`src/rtl/pfa_pkg.sv`:
```
package pfa_pkg;
  typedef enum logic [1:0] {
    RSP_OK     = 2'b00,
    RSP_HELD   = 2'b01,
    RSP_OFF    = 2'b10,
    RSP_BADARG = 2'b11
  } rsp_code_e;
endpackage

```
`src/rtl/pfa_ctrl.sv`:
```
module pfa_ctrl #(
  parameter int NUM_CLIENTS = 9,
  parameter int NUM_LEVELS  = 3,
  localparam int ID_W  = $clog2(NUM_CLIENTS),
  localparam int LVL_W = $clog2(NUM_LEVELS)
) (
  input  logic                   enable,
  input  logic                   req_valid,
  input  logic                   req_acquire,
  input  logic [ID_W-1:0]        req_id,
  input  logic [LVL_W-1:0]       req_level,
  input  logic [NUM_CLIENTS-1:0] held_q,
  input  logic [LVL_W-1:0]       floor_q,
  output logic [NUM_CLIENTS-1:0] set_vec,
  output logic [NUM_CLIENTS-1:0] clr_vec,
  output pfa_pkg::rsp_code_e     code_d,
  output logic                   tighten
);
  import pfa_pkg::*;

  function automatic logic id_in_range(input logic [ID_W-1:0] id);
    return 32'(id) < 32'(NUM_CLIENTS);
  endfunction

  function automatic logic lvl_in_range(input logic [LVL_W-1:0] lvl);
    return 32'(lvl) < 32'(NUM_LEVELS);
  endfunction

  function automatic logic is_tighter(input logic [LVL_W-1:0] lvl,
                                      input logic [LVL_W-1:0] cur);
    return lvl < cur;
  endfunction

  logic [NUM_CLIENTS-1:0] id_hot;
  logic                   cur_held;
  logic                   go;

  always_comb begin
    for (int i = 0; i < NUM_CLIENTS; i++) id_hot[i] = (req_id == ID_W'(i));
  end

  assign cur_held = |(held_q & id_hot);

  always_comb begin
    if (!enable)                                                code_d = RSP_OFF;
    else if (!id_in_range(req_id) || (req_acquire && !lvl_in_range(req_level)))
                                                                code_d = RSP_BADARG;
    else if (req_acquire && cur_held)                           code_d = RSP_HELD;
    else                                                        code_d = RSP_OK;
  end

  assign go      = req_valid && (code_d == RSP_OK);
  assign set_vec = (go && req_acquire)  ? id_hot : '0;
  assign clr_vec = (go && !req_acquire) ? id_hot : '0;
  assign tighten = go && req_acquire && is_tighter(req_level, floor_q);
endmodule

```
`src/rtl/pfa_client_table.sv`:
```
module pfa_client_table #(
  parameter int NUM_CLIENTS = 9,
  parameter int NUM_LEVELS  = 3,
  localparam int LVL_W = $clog2(NUM_LEVELS),
  localparam logic [LVL_W-1:0] LVL_MAX = LVL_W'(NUM_LEVELS - 1)
) (
  input  logic                               clk,
  input  logic                               rst_n,
  input  logic [NUM_CLIENTS-1:0]             set_vec,
  input  logic [NUM_CLIENTS-1:0]             clr_vec,
  input  logic [LVL_W-1:0]                   wr_level,
  output logic [NUM_CLIENTS-1:0]             held_q,
  output logic [NUM_CLIENTS-1:0]             held_d,
  output logic [NUM_CLIENTS-1:0][LVL_W-1:0]  lvl_d
);
  logic [NUM_CLIENTS-1:0][LVL_W-1:0] lvl_q;

  for (genvar g = 0; g < NUM_CLIENTS; g++) begin : g_client
    assign held_d[g] = set_vec[g] | (held_q[g] & ~clr_vec[g]);
    assign lvl_d[g]  = set_vec[g] ? wr_level : (clr_vec[g] ? LVL_MAX : lvl_q[g]);

    always_ff @(posedge clk or negedge rst_n) begin
      if (!rst_n) begin
        held_q[g] <= 1'b0;
        lvl_q[g]  <= LVL_MAX;
      end else begin
        held_q[g] <= held_d[g];
        lvl_q[g]  <= lvl_d[g];
      end
    end
  end

  // the controller never sets a client that already holds a floor
  a_r4_no_reacquire: assert property (@(posedge clk) disable iff (!rst_n)
    (set_vec & held_q) == '0);
  // at most one client is touched per cycle
  a_r1_single_op: assert property (@(posedge clk) disable iff (!rst_n)
    $onehot0(set_vec | clr_vec));
endmodule

```
`src/rtl/pfa_min_tree.sv`:
```
module pfa_min_tree #(
  parameter int NUM_CLIENTS = 9,
  parameter int NUM_LEVELS  = 3,
  localparam int LVL_W = $clog2(NUM_LEVELS),
  localparam logic [LVL_W-1:0] LVL_MAX = LVL_W'(NUM_LEVELS - 1)
) (
  input  logic [NUM_CLIENTS-1:0]            held,
  input  logic [NUM_CLIENTS-1:0][LVL_W-1:0] lvls,
  output logic [LVL_W-1:0]                  floor_d
);
  function automatic logic [LVL_W-1:0] pick_min(input logic [LVL_W-1:0] a,
                                                input logic [LVL_W-1:0] b);
    return (b < a) ? b : a;
  endfunction

  always_comb begin
    floor_d = LVL_MAX;
    for (int i = 0; i < NUM_CLIENTS; i++)
      if (held[i]) floor_d = pick_min(floor_d, lvls[i]);
  end
endmodule

```
`src/rtl/perf_floor_arb.sv`:
```
module perf_floor_arb #(
  parameter int NUM_CLIENTS = 9,
  parameter int NUM_LEVELS  = 3,
  localparam int ID_W  = $clog2(NUM_CLIENTS),
  localparam int LVL_W = $clog2(NUM_LEVELS),
  localparam logic [LVL_W-1:0] LVL_MAX = LVL_W'(NUM_LEVELS - 1)
) (
  input  logic             clk,
  input  logic             rst_n,
  input  logic             enable,
  input  logic             req_valid,
  output logic             req_ready,
  input  logic             req_acquire,
  input  logic [ID_W-1:0]  req_id,
  input  logic [LVL_W-1:0] req_level,
  output logic             rsp_valid,
  output logic [1:0]       rsp_code,
  output logic [LVL_W-1:0] floor_level,
  output logic             xfer_req,
  output logic [LVL_W-1:0] xfer_level
);
  import pfa_pkg::*;

  logic [NUM_CLIENTS-1:0]            set_vec, clr_vec, held_q, held_d;
  logic [NUM_CLIENTS-1:0][LVL_W-1:0] lvl_d;
  logic [LVL_W-1:0]                  floor_d;
  rsp_code_e                         code_d;
  logic                              tighten;

  assign req_ready = 1'b1;

  pfa_ctrl #(.NUM_CLIENTS(NUM_CLIENTS), .NUM_LEVELS(NUM_LEVELS)) ctrl_i (
    .enable(enable), .req_valid(req_valid), .req_acquire(req_acquire),
    .req_id(req_id), .req_level(req_level), .held_q(held_q),
    .floor_q(floor_level), .set_vec(set_vec), .clr_vec(clr_vec),
    .code_d(code_d), .tighten(tighten));

  pfa_client_table #(.NUM_CLIENTS(NUM_CLIENTS), .NUM_LEVELS(NUM_LEVELS)) table_i (
    .clk(clk), .rst_n(rst_n), .set_vec(set_vec), .clr_vec(clr_vec),
    .wr_level(req_level), .held_q(held_q), .held_d(held_d), .lvl_d(lvl_d));

  pfa_min_tree #(.NUM_CLIENTS(NUM_CLIENTS), .NUM_LEVELS(NUM_LEVELS)) min_i (
    .held(held_d), .lvls(lvl_d), .floor_d(floor_d));

  always_ff @(posedge clk or negedge rst_n) begin
    if (!rst_n) begin
      floor_level <= LVL_MAX;
      rsp_valid   <= 1'b0;
      rsp_code    <= RSP_OK;
      xfer_req    <= 1'b0;
      xfer_level  <= LVL_MAX;
    end else begin
      floor_level <= floor_d;
      rsp_valid   <= req_valid;
      rsp_code    <= code_d;
      xfer_req    <= tighten;
      if (tighten) xfer_level <= req_level;
    end
  end

  // a transition pulse always agrees with the floor it produced
  a_r7_pulse_matches_floor: assert property (@(posedge clk) disable iff (!rst_n)
    xfer_req |-> (floor_level == xfer_level));
  // releases never start a transition
  a_r6_release_no_pulse: assert property (@(posedge clk) disable iff (!rst_n)
    (req_valid && !req_acquire) |=> !xfer_req);
  // no holders means the lenient default floor
  a_r3_idle_floor: assert property (@(posedge clk) disable iff (!rst_n)
    (held_q == '0) |-> (floor_level == LVL_MAX));
  // disabled service refuses and leaves the floor alone
  a_r8_disabled: assert property (@(posedge clk) disable iff (!rst_n)
    (req_valid && !enable) |=> (rsp_code == RSP_OFF) && $stable(floor_level));
  // a response follows each operation
  a_r1_response: assert property (@(posedge clk) disable iff (!rst_n)
    req_valid |=> rsp_valid);
endmodule

```
`config.mk`:
```
export PLATFORM = sky130hd
export DESIGN_NAME = perf_floor_arb
export DESIGN_NICKNAME = d
export VERILOG_FILES = /design/src/rtl/pfa_pkg.sv /design/src/rtl/pfa_ctrl.sv /design/src/rtl/pfa_client_table.sv /design/src/rtl/pfa_min_tree.sv /design/src/rtl/perf_floor_arb.sv
export SDC_FILE = /design/constraint.sdc
export NUM_CORES = 1
export LEC_CHECK = 0
export ABC_AREA = 1
export CAP_MARGIN = 40
export CORE_AREA = 2 2 101 103
export DETAILED_ROUTE_END_ITERATION = 10
export DIE_AREA = 0 0 103 105
export PLACE_DENSITY_LB_ADDON = 0.3
export SYNTH_ARGS = -nofsm -noshare
export SYNTH_HDL_FRONTEND = slang
export SYNTH_HIERARCHICAL = 1
export SYNTH_SLANG_ARGS = --single-unit
```
`constraint.sdc`:
```
create_clock -name clk -period 5.9 [get_ports clk]
set_clock_uncertainty 0.15 [all_clocks]
set_input_delay 1.18 -clock clk [delete_from_list [all_inputs] [get_ports clk]]
set_output_delay 1.18 -clock clk [all_outputs]
set_load 0.1 [all_outputs]
```
==> impl_summary.log, run 1 <==
[metrics] result of the run: finished, final reports clean
[metrics] highest-delay cell along the critical path: or2_2
[metrics] final critical-path required period: 5540 ps
[metrics] Worst Tran Pin Value: 521 ps
[metrics] number of enable flip-flop cells after synthesis: 0
[metrics] H-tree levels: 2
[metrics] worst path required time: 5960 ps
[metrics] overall fraction of global-route tracks in use: 10.7%
[metrics] Detail Placement HPWL: 4.07 mm
[metrics] worst reg2reg path startpoint: table_i/held_q[3]
[metrics] fmax: 0.180 GHz
[metrics] startpoint types: input port
[metrics] via count of the first global-routing pass: 2155
[metrics] static power due to leakage: 0.00170 uW
[metrics] Reg2Reg Setup Slack: 1210 ps
[metrics] post-CTS clock slew at the launch and capture registers of the worst setup and hold paths: 70 ps
[metrics] most frequent CP cell: inv_2
[metrics] Total Die Area: 10800 um^2
[metrics] Root Buffer: clkbuf_8
[metrics] power density of the placed cells: 237 nW/um^2
[metrics] final cycle utilization of the critical path: 93.9%
[metrics] maximum number of pins on one net before global-route repair: 36
[metrics] GR Overflow Total: 0
[metrics] nature of the critical path endpoint: register
[metrics] count of hold-fix buffers inserted at cts: 0
[metrics] TritonCTS clock tree: built
[metrics] share of post-route cells with drive strength above 1: 35.2%
[metrics] Yosys warnings: 6
[metrics] total non-filler cell area in the finished layout: 3280 um^2
[metrics] tightest hold margin: 313 ps
[metrics] depth of the worst hold-timing path: 2
[metrics] cell area after synthesis: 2350 um^2
[metrics] terminating pin of the worst hold path: table_i/lvl_q[14]
[metrics] latest clock arrival within the worst-skew pair: 280 ps
[metrics] area leader, netlist: dfrtp_1
[metrics] net count after synthesis: 337
[metrics] HP Start: table_i/lvl_q[14]
[metrics] most numerous cell in the Yosys netlist: nand2_1
[metrics] antenna fix cells: 0
[metrics] Layout Area Growth over Synthesis: 39.3%
[metrics] instance count of the mapped netlist: 309
[metrics] post-layout instance count excluding filler cells: 522
[metrics] Post-synth top flop: dfrtp_1
[metrics] final RePlAce weighted congestion: 0.761
[metrics] Unique masters post-synth: 28
[metrics] Setup Slack @ Placement: -575 ps
[metrics] TritonCTS buffer count: 5
[metrics] PortBufs: 18
[metrics] Final ANT Viol Nets: 0
[metrics] aggregate routed wire length: 5.24 mm
[metrics] die extent in y: 105 um
[metrics] Hold Vio Cnt, Final: 0
[metrics] number of top-level pins: 20
[metrics] pins over their slew limit: 0
[metrics] post-DR wirelength/cell: 10.0 um
[metrics] detailed-routing iteration count for the pre-antenna-repair pass: 4
[metrics] delay of the slowest cell on the worst path: 310 ps
[metrics] type of the tightest min-delay check: register to register
[metrics] mean area per synthesized cell: 7.62 um^2
[metrics] number of endpoints failing setup at the final stage: 0
[metrics] post-detailed-route DRC marker count: 0
[metrics] tightest slew margin relative to the limit: 64.9%
[metrics] fraction of synthesis flops using an asynchronous set or reset pin: 100%
[metrics] sequential share of the synthesized area: 37.8%
[metrics] critical path type: input port to register
[metrics] initial antenna violation count: 0
[metrics] 1st-iter DRT viols: 85
[metrics] total power after layout: 778 uW
[metrics] unrepaired setup endpoints after global routing: false
[metrics] Horiz. Die Dim: 103 um
[metrics] count of standard-cell rows: 36
[metrics] area after detailed placement: 3140 um^2
[metrics] Worst Slack Setup Final: 358 ps
[metrics] R2R cell count: 37
[metrics] Clock Path Buffers: 2
[metrics] number of vias after detailed routing: 2059
[metrics] number of clock sinks: 35
[metrics] effective utilization at floorplan: 24.4%
[metrics] Std-Cell Core Area: 9640 um^2
[metrics] biggest fanout along the worst timing path: 6
[metrics] worst endpoint data arrival time: 5610 ps
[metrics] VDD IR-drop max: 0.0820 mV
[metrics] Area contributors post-synth: dfrtp_1 (26%), nand2_1 (15%), dfstp_2 (12%)
[metrics] global-route wire length before repair: 9.32 mm
[metrics] Cells after DPL: 512
[metrics] number of nets in the layout: 416
[metrics] most used standard cells in the synthesized netlist: nand2_1 (94), inv_1 (46), nor2_1 (26), dfrtp_1 (24), nand3_1 (20)
[metrics] DR vias/cell: 3.94
[metrics] Yosys reg bits: 35
[metrics] area share of the largest cell type after synthesis: 25.5%
[metrics] max-cap check violation count: 0
[metrics] RR Endpoint: floor_level[0]
how the worst max path moves through the flow:
stage	depth (start not counted)	start	endpoint
floorplan	39	req_id[0]	floor_level[0]
global placement	40	req_id[1]	floor_level[0]
detailed placement	39	req_id[0]	floor_level[0]
CTS	39	req_level[1]	floor_level[0]
global route	40	req_id[2]	floor_level[0]
finish	40	req_id[2]	floor_level[0]
timing repair:
item / CTS / global route
gates resized for setup: 11 / 22
buffers inserted: 0 / 2
pin swaps: 2 / 11
endpoints found under the hold margin: 0 / 0
setup endpoints to repair: 2 / 2
per-stage QoR:
step | util [%] | setup TNS (ps)
finish | 34.0 | 0
floorplan | - | 0
CTS | 33.5 | 0
detailed placement | 32.6 | -960
global route | 34.0 | 0
global placement | 31.3 | -800
where the power goes:
| part | internal [uW] | total, uW | switching, uW |
|---|---|---|---|
| clock | 82.9 | 167 | 84.6 |
| combinational | 130 | 314 | 184 |
| sequential | 281 | 296 | 14.9 |
| total | 494 | 778 | 283 |
metal layers:
| layer | global-route usage (%) | routed length (um) |
|---|---|---|
| met1 | 13.2 | 2470 |
| met2 | 18.8 | 2580 |
| met5 | 0 | 0 |
| met3 | 2.21 | 155 |
| met4 | 2.82 | 40 |
cell type report:
type / count / area [um^2]
clock buffer: 7 / 76.3
tap: 133 / 166
fill: 1036 / 6360
multi-input combinational: 216 / 1270
clock inverter: 1 / 5.00
sequential: 35 / 890
timing repair buffer: 76 / 668
inverter: 54 / 203
critical path: cells and delay by family:
kind | cells | cell delay (ps)
adders and majority gates | 8 | 1470
buffers and inverters | 9 | 700
AOI/OAI and AO/OA | 5 | 360
and+or+nand+nor | 18 | 1850
layout by cell type (no fill, tap or decap), types with 11 or more instances in the layout:
master and instances:
nand2_1 90, nor2_1 25, clkdlybuf4s50_1 11, nand3_1 19
ha_1 15, inv_1 43, buf_4 50, dfstp_2 11
inv_2 11, dfrtp_1 24
flip-flops by register name, indices dropped and copies added (netlist names):
| signal | flops |
|---|---|
| table_i/lvl_q | 18 |
| rsp_valid | 1 |
| floor_level | 2 |
| table_i/held_q | 9 |
| rsp_code | 2 |
| xfer_level | 2 |
| xfer_req | 1 |
cells by family (layout without fill, tap and decap cells):
logic type               after synthesis  count (layout)  synth area share, %
AND/OR/NAND/NOR                      174             174                 34.7
AO/OA/AOI/OAI                         24              24                 7.97
flip-flops                            35              35                 37.8
buffers and inverters                 58             138                 10.4
other                                  1               1                0.159
adder cells (fa/ha/maj)               17              17                 9.04
Power figures use the tool's default switching activity.
==> run 2, diff against run 1 <==
Settings changed: ABC_AREA 1 to unset, CORE_AREA 2 2 101 103 to 2 2 99 101, DIE_AREA 0 0 103 105 to 0 0 101 103, TNS_END_PERCENT set to 1.
==> run 2 against run 1 <==
The flow now finishes with violations (setup timing). Core utilization increased by 3.5 points. Design area is 8.1% higher. Global-route usage up 1.9 points. Hold slack better by 44 ps. Synthesized area fell by 3.3%. Highest routed layer unchanged.
==> impl_summary.log, run 2 <==
[metrics] Cells after DPL: 433
[metrics] via count of the first global-routing pass: 2103
[metrics] most frequent CP cell: ha_4
[metrics] Buffers & Inverters on Critical Path: 4
[metrics] latest clock arrival within the worst-skew pair: 290 ps
[metrics] Top Registers: table_i/lvl_q x18, table_i/held_q x9
[metrics] Horiz. Die Dim: 101 um
[metrics] number of clock sinks: 35
[metrics] instance count of the mapped netlist: 245
[metrics] most used standard cells in the synthesized netlist: nand2_1 (26), dfrtp_1 (24), nor2_1 (24), o21ai_0 (21), inv_1 (18)
[metrics] CP top delay family: simple AND/OR/NAND/NOR gates
[metrics] Hold Vio Cnt, Final: 0
[metrics] result of the run: finished with violations
[metrics] DR vias/cell: 4.53
[metrics] Yosys reg bits: 35
[metrics] worst path required time: 5950 ps
[metrics] most numerous cell in the Yosys netlist: nand2_1
[metrics] Layout Area Growth over Synthesis: 55.7%
[metrics] sequential share of the synthesized area: 39.1%
[metrics] Total Die Area: 10400 um^2
[metrics] unrepaired setup endpoints after global routing: true
[metrics] R2R cell count: 34
[metrics] most common cell after layout, fill and taps aside: buf_4
[metrics] RR Endpoint: floor_level[0]
[metrics] worst reg2reg path startpoint: table_i/held_q[6]
[metrics] Detail Placement HPWL: 4.42 mm
[metrics] post-layout instance count excluding filler cells: 456
[metrics] TritonCTS clock tree: built
[metrics] post-DR wirelength/cell: 13.1 um
[metrics] post-CTS clock slew at the launch and capture registers of the worst setup and hold paths: 70 ps
[metrics] Worst Slack Setup Final: -430 ps
[metrics] TritonCTS buffer count: 5
[metrics] fmax: 0.158 GHz
[metrics] maximum number of pins on one net before global-route repair: 21
[metrics] detailed-routing iteration count for the pre-antenna-repair pass: 4
[metrics] startpoint types: input port
[metrics] stages on the worst setup path: 36
[metrics] Clock Path Buffers: 2
[metrics] worst endpoint data arrival time: 6380 ps
[metrics] Yosys warnings: 6
[metrics] number of enable flip-flop cells after synthesis: 0
[metrics] Critical Path Start: req_id[1]
[metrics] part of the power in registers: 28.1%
[metrics] tightest hold margin: 357 ps
[metrics] number of flip-flops in the largest register: 18
[metrics] antenna fix cells: 0
[metrics] VDD IR-drop max: 0.171 mV
[metrics] Std-Cell Core Area: 9460 um^2
[metrics] biggest fanout along the worst timing path: 3
[metrics] internal portion of total power: 716 uW
[metrics] die extent in y: 103 um
[metrics] violations in the final reports: setup timing
[metrics] GR Overflow Total: 0
[metrics] Final ANT Viol Nets: 0
[metrics] share of post-route cells with drive strength above 1: 43.3%
[metrics] aggregate routed wire length: 5.99 mm
[metrics] Logic pwr share: 48.1%
[metrics] delay of the slowest cell on the worst path: 390 ps
[metrics] net load switching power: 394 uW
[metrics] mean area per synthesized cell: 9.29 um^2
[metrics] area share of the largest cell type after synthesis: 26.4%
[metrics] Reg2Reg Setup Slack: 210 ps
[metrics] Area contributors post-synth: dfrtp_1 (26%), dfstp_2 (13%), ha_1 (9.3%)
[metrics] initial antenna violation count: 0
[metrics] cell area after synthesis: 2280 um^2
[metrics] count of standard-cell rows: 36
[metrics] number of vias after detailed routing: 2064
[metrics] static power due to leakage: 0.00159 uW
[metrics] highest-delay cell along the critical path: nor4_4
[metrics] PortBufs: 18
[metrics] part of the power in the clock network: 23.8%
[metrics] number of endpoints failing setup at the final stage: 2
[metrics] Unique masters post-synth: 47
[metrics] Setup Slack @ Placement: -1370 ps
[metrics] final cycle utilization of the critical path: 107%
[metrics] number of top-level pins: 20
[metrics] Root Buffer: clkbuf_8
[metrics] area leader, netlist: dfrtp_1
[metrics] critical path type: input port to register
[metrics] global-route wire length before repair: 10.2 mm
[metrics] 1st-iter DRT viols: 62
[metrics] final RePlAce weighted congestion: 0.781
[metrics] nature of the critical path endpoint: register
[metrics] net count after synthesis: 273
[metrics] pins over their slew limit: 0
[metrics] fraction of synthesis flops using an asynchronous set or reset pin: 100%
[metrics] power density of the placed cells: 313 nW/um^2
[metrics] overall fraction of global-route tracks in use: 12.6%
[metrics] tightest slew margin relative to the limit: 50.9%
[metrics] post-detailed-route DRC marker count: 0
[metrics] Post-synth top flop: dfrtp_1
[metrics] max-cap check violation count: 0
[metrics] type of the tightest min-delay check: register to register
[metrics] Critical path destination: floor_level[0]
[metrics] register name with the most flops: table_i/lvl_q
[metrics] commonest cells after routing, fill and taps aside: buf_4 (67), dfrtp_1 (24), nor2_1 (22)
[metrics] final critical-path required period: 6330 ps
[metrics] number of inserted filler cells in the final layout: 954
[metrics] H-tree levels: 2
[metrics] Worst Tran Pin Value: 728 ps
[metrics] fraction of power spent switching nets: 35.5%
[metrics] effective utilization at floorplan: 24.1%
[metrics] number of nets in the layout: 369
==> run 2: cell types whose count changed in the layout (fill, tap and decap cells not counted), moves of 9 or more <==
cell	before	now
inv_2	11	2
buf_4	50	67
inv_1	43	16
nand2_1	90	21
nand2b_1	0	11
nand3_1	19	3
==> run 2: power by group through the flow <==
stage | registers [uW] | logic (uW) | clock network, uW
global route | 317 | 580 | 280
global placement | 315 | 433 | 0
floorplan | 415 | 192 | 0
CTS | 312 | 521 | 271
finish | 312 | 534 | 264
detailed placement | 317 | 493 | 0
==> run 2: worst reg2reg max path, delay by kind of cell, from the launching register on <==
| family | cells | cell delay, ps |
|---|---|---|
| AND/OR/NAND/NOR | 14 | 2190 |
| adder cells (fa/ha/maj) | 8 | 1450 |
| AO/OA/AOI/OAI | 9 | 1040 |
| flip-flops | 1 | 400 |
| multiplexers | 1 | 270 |
| buffers and inverters | 2 | 100 |
==> run 2: metal layers <==
metal  vias to the layer above  part of all wire, %  track usage, %
met5                         -                    0               0
met4                         0                 0.90            4.78
met3                         4                  2.7            2.17
met2                        32                   49            21.4
met1                       982                   47            16.1
li1                       1046                    -               -
==> run 2: worst min path at each step <==
| stage | startpoint | endpoint | slack (ps) | cells after the start |
|---|---|---|---|---|
| 2_1_floorplan | table_i/lvl_q[12] | table_i/lvl_q[12] | 310 | 1 |
| 6_report | table_i/lvl_q[12] | table_i/lvl_q[12] | 360 | 1 |
| 5_1_grt | xfer_level[0] | xfer_level[0] | 400 | 1 |
| 3_5_place_dp | table_i/lvl_q[12] | table_i/lvl_q[12] | 330 | 1 |
| 3_3_place_gp | table_i/lvl_q[12] | table_i/lvl_q[12] | 340 | 1 |
| 4_1_cts | table_i/lvl_q[12] | table_i/lvl_q[12] | 360 | 1 |
==> run 2: logic make-up after synthesis <==
kind of cell / synth area share (%)
and+or+nand+nor: 27.7
AOI/OAI and AO/OA: 15.2
DFF: 39.1
buffers and inverters: 5.66
adders and majority gates: 9.35
muxes: 2.80
other: 0.165
==> run 2: what timing repair did <==
action | CTS | global route
hold buffers | 0 | 0
gates cloned | 0 | 0
setup buffers | 12 | 4
pin swaps | 11 | 15
resized for setup | 30 | 15
setup endpoints to repair | 2 | 2
==> run 2: final cells by class <==
type	instances	area (um^2)	share of cell area, %
Tap cell	114	143	4.02
Multi-Input combinational cell	184	1440	40.7
Timing Repair Buffer	97	867	24.5
Clock inverter	3	67.6	1.91
Clock buffer	5	68.8	1.94
Sequential cell	35	890	25.1
Inverter	18	67.6	1.91
==> run 2: metrics by stage <==
| step | setup TNS [ps] | cell area, um^2 | utilization [%] | power, uW |
|---|---|---|---|---|
| 2_1_floorplan | -1220 | 2380 | - | 607 |
| 3_3_place_gp | -2310 | 3040 | 32.2 | 749 |
| 3_5_place_dp | -2490 | 3200 | 33.9 | 810 |
| 4_1_cts | -559 | 3480 | 36.8 | 1100 |
| 5_1_grt | -1090 | 3540 | 37.5 | 1180 |
| 6_report | -603 | 3540 | 37.5 | 1110 |
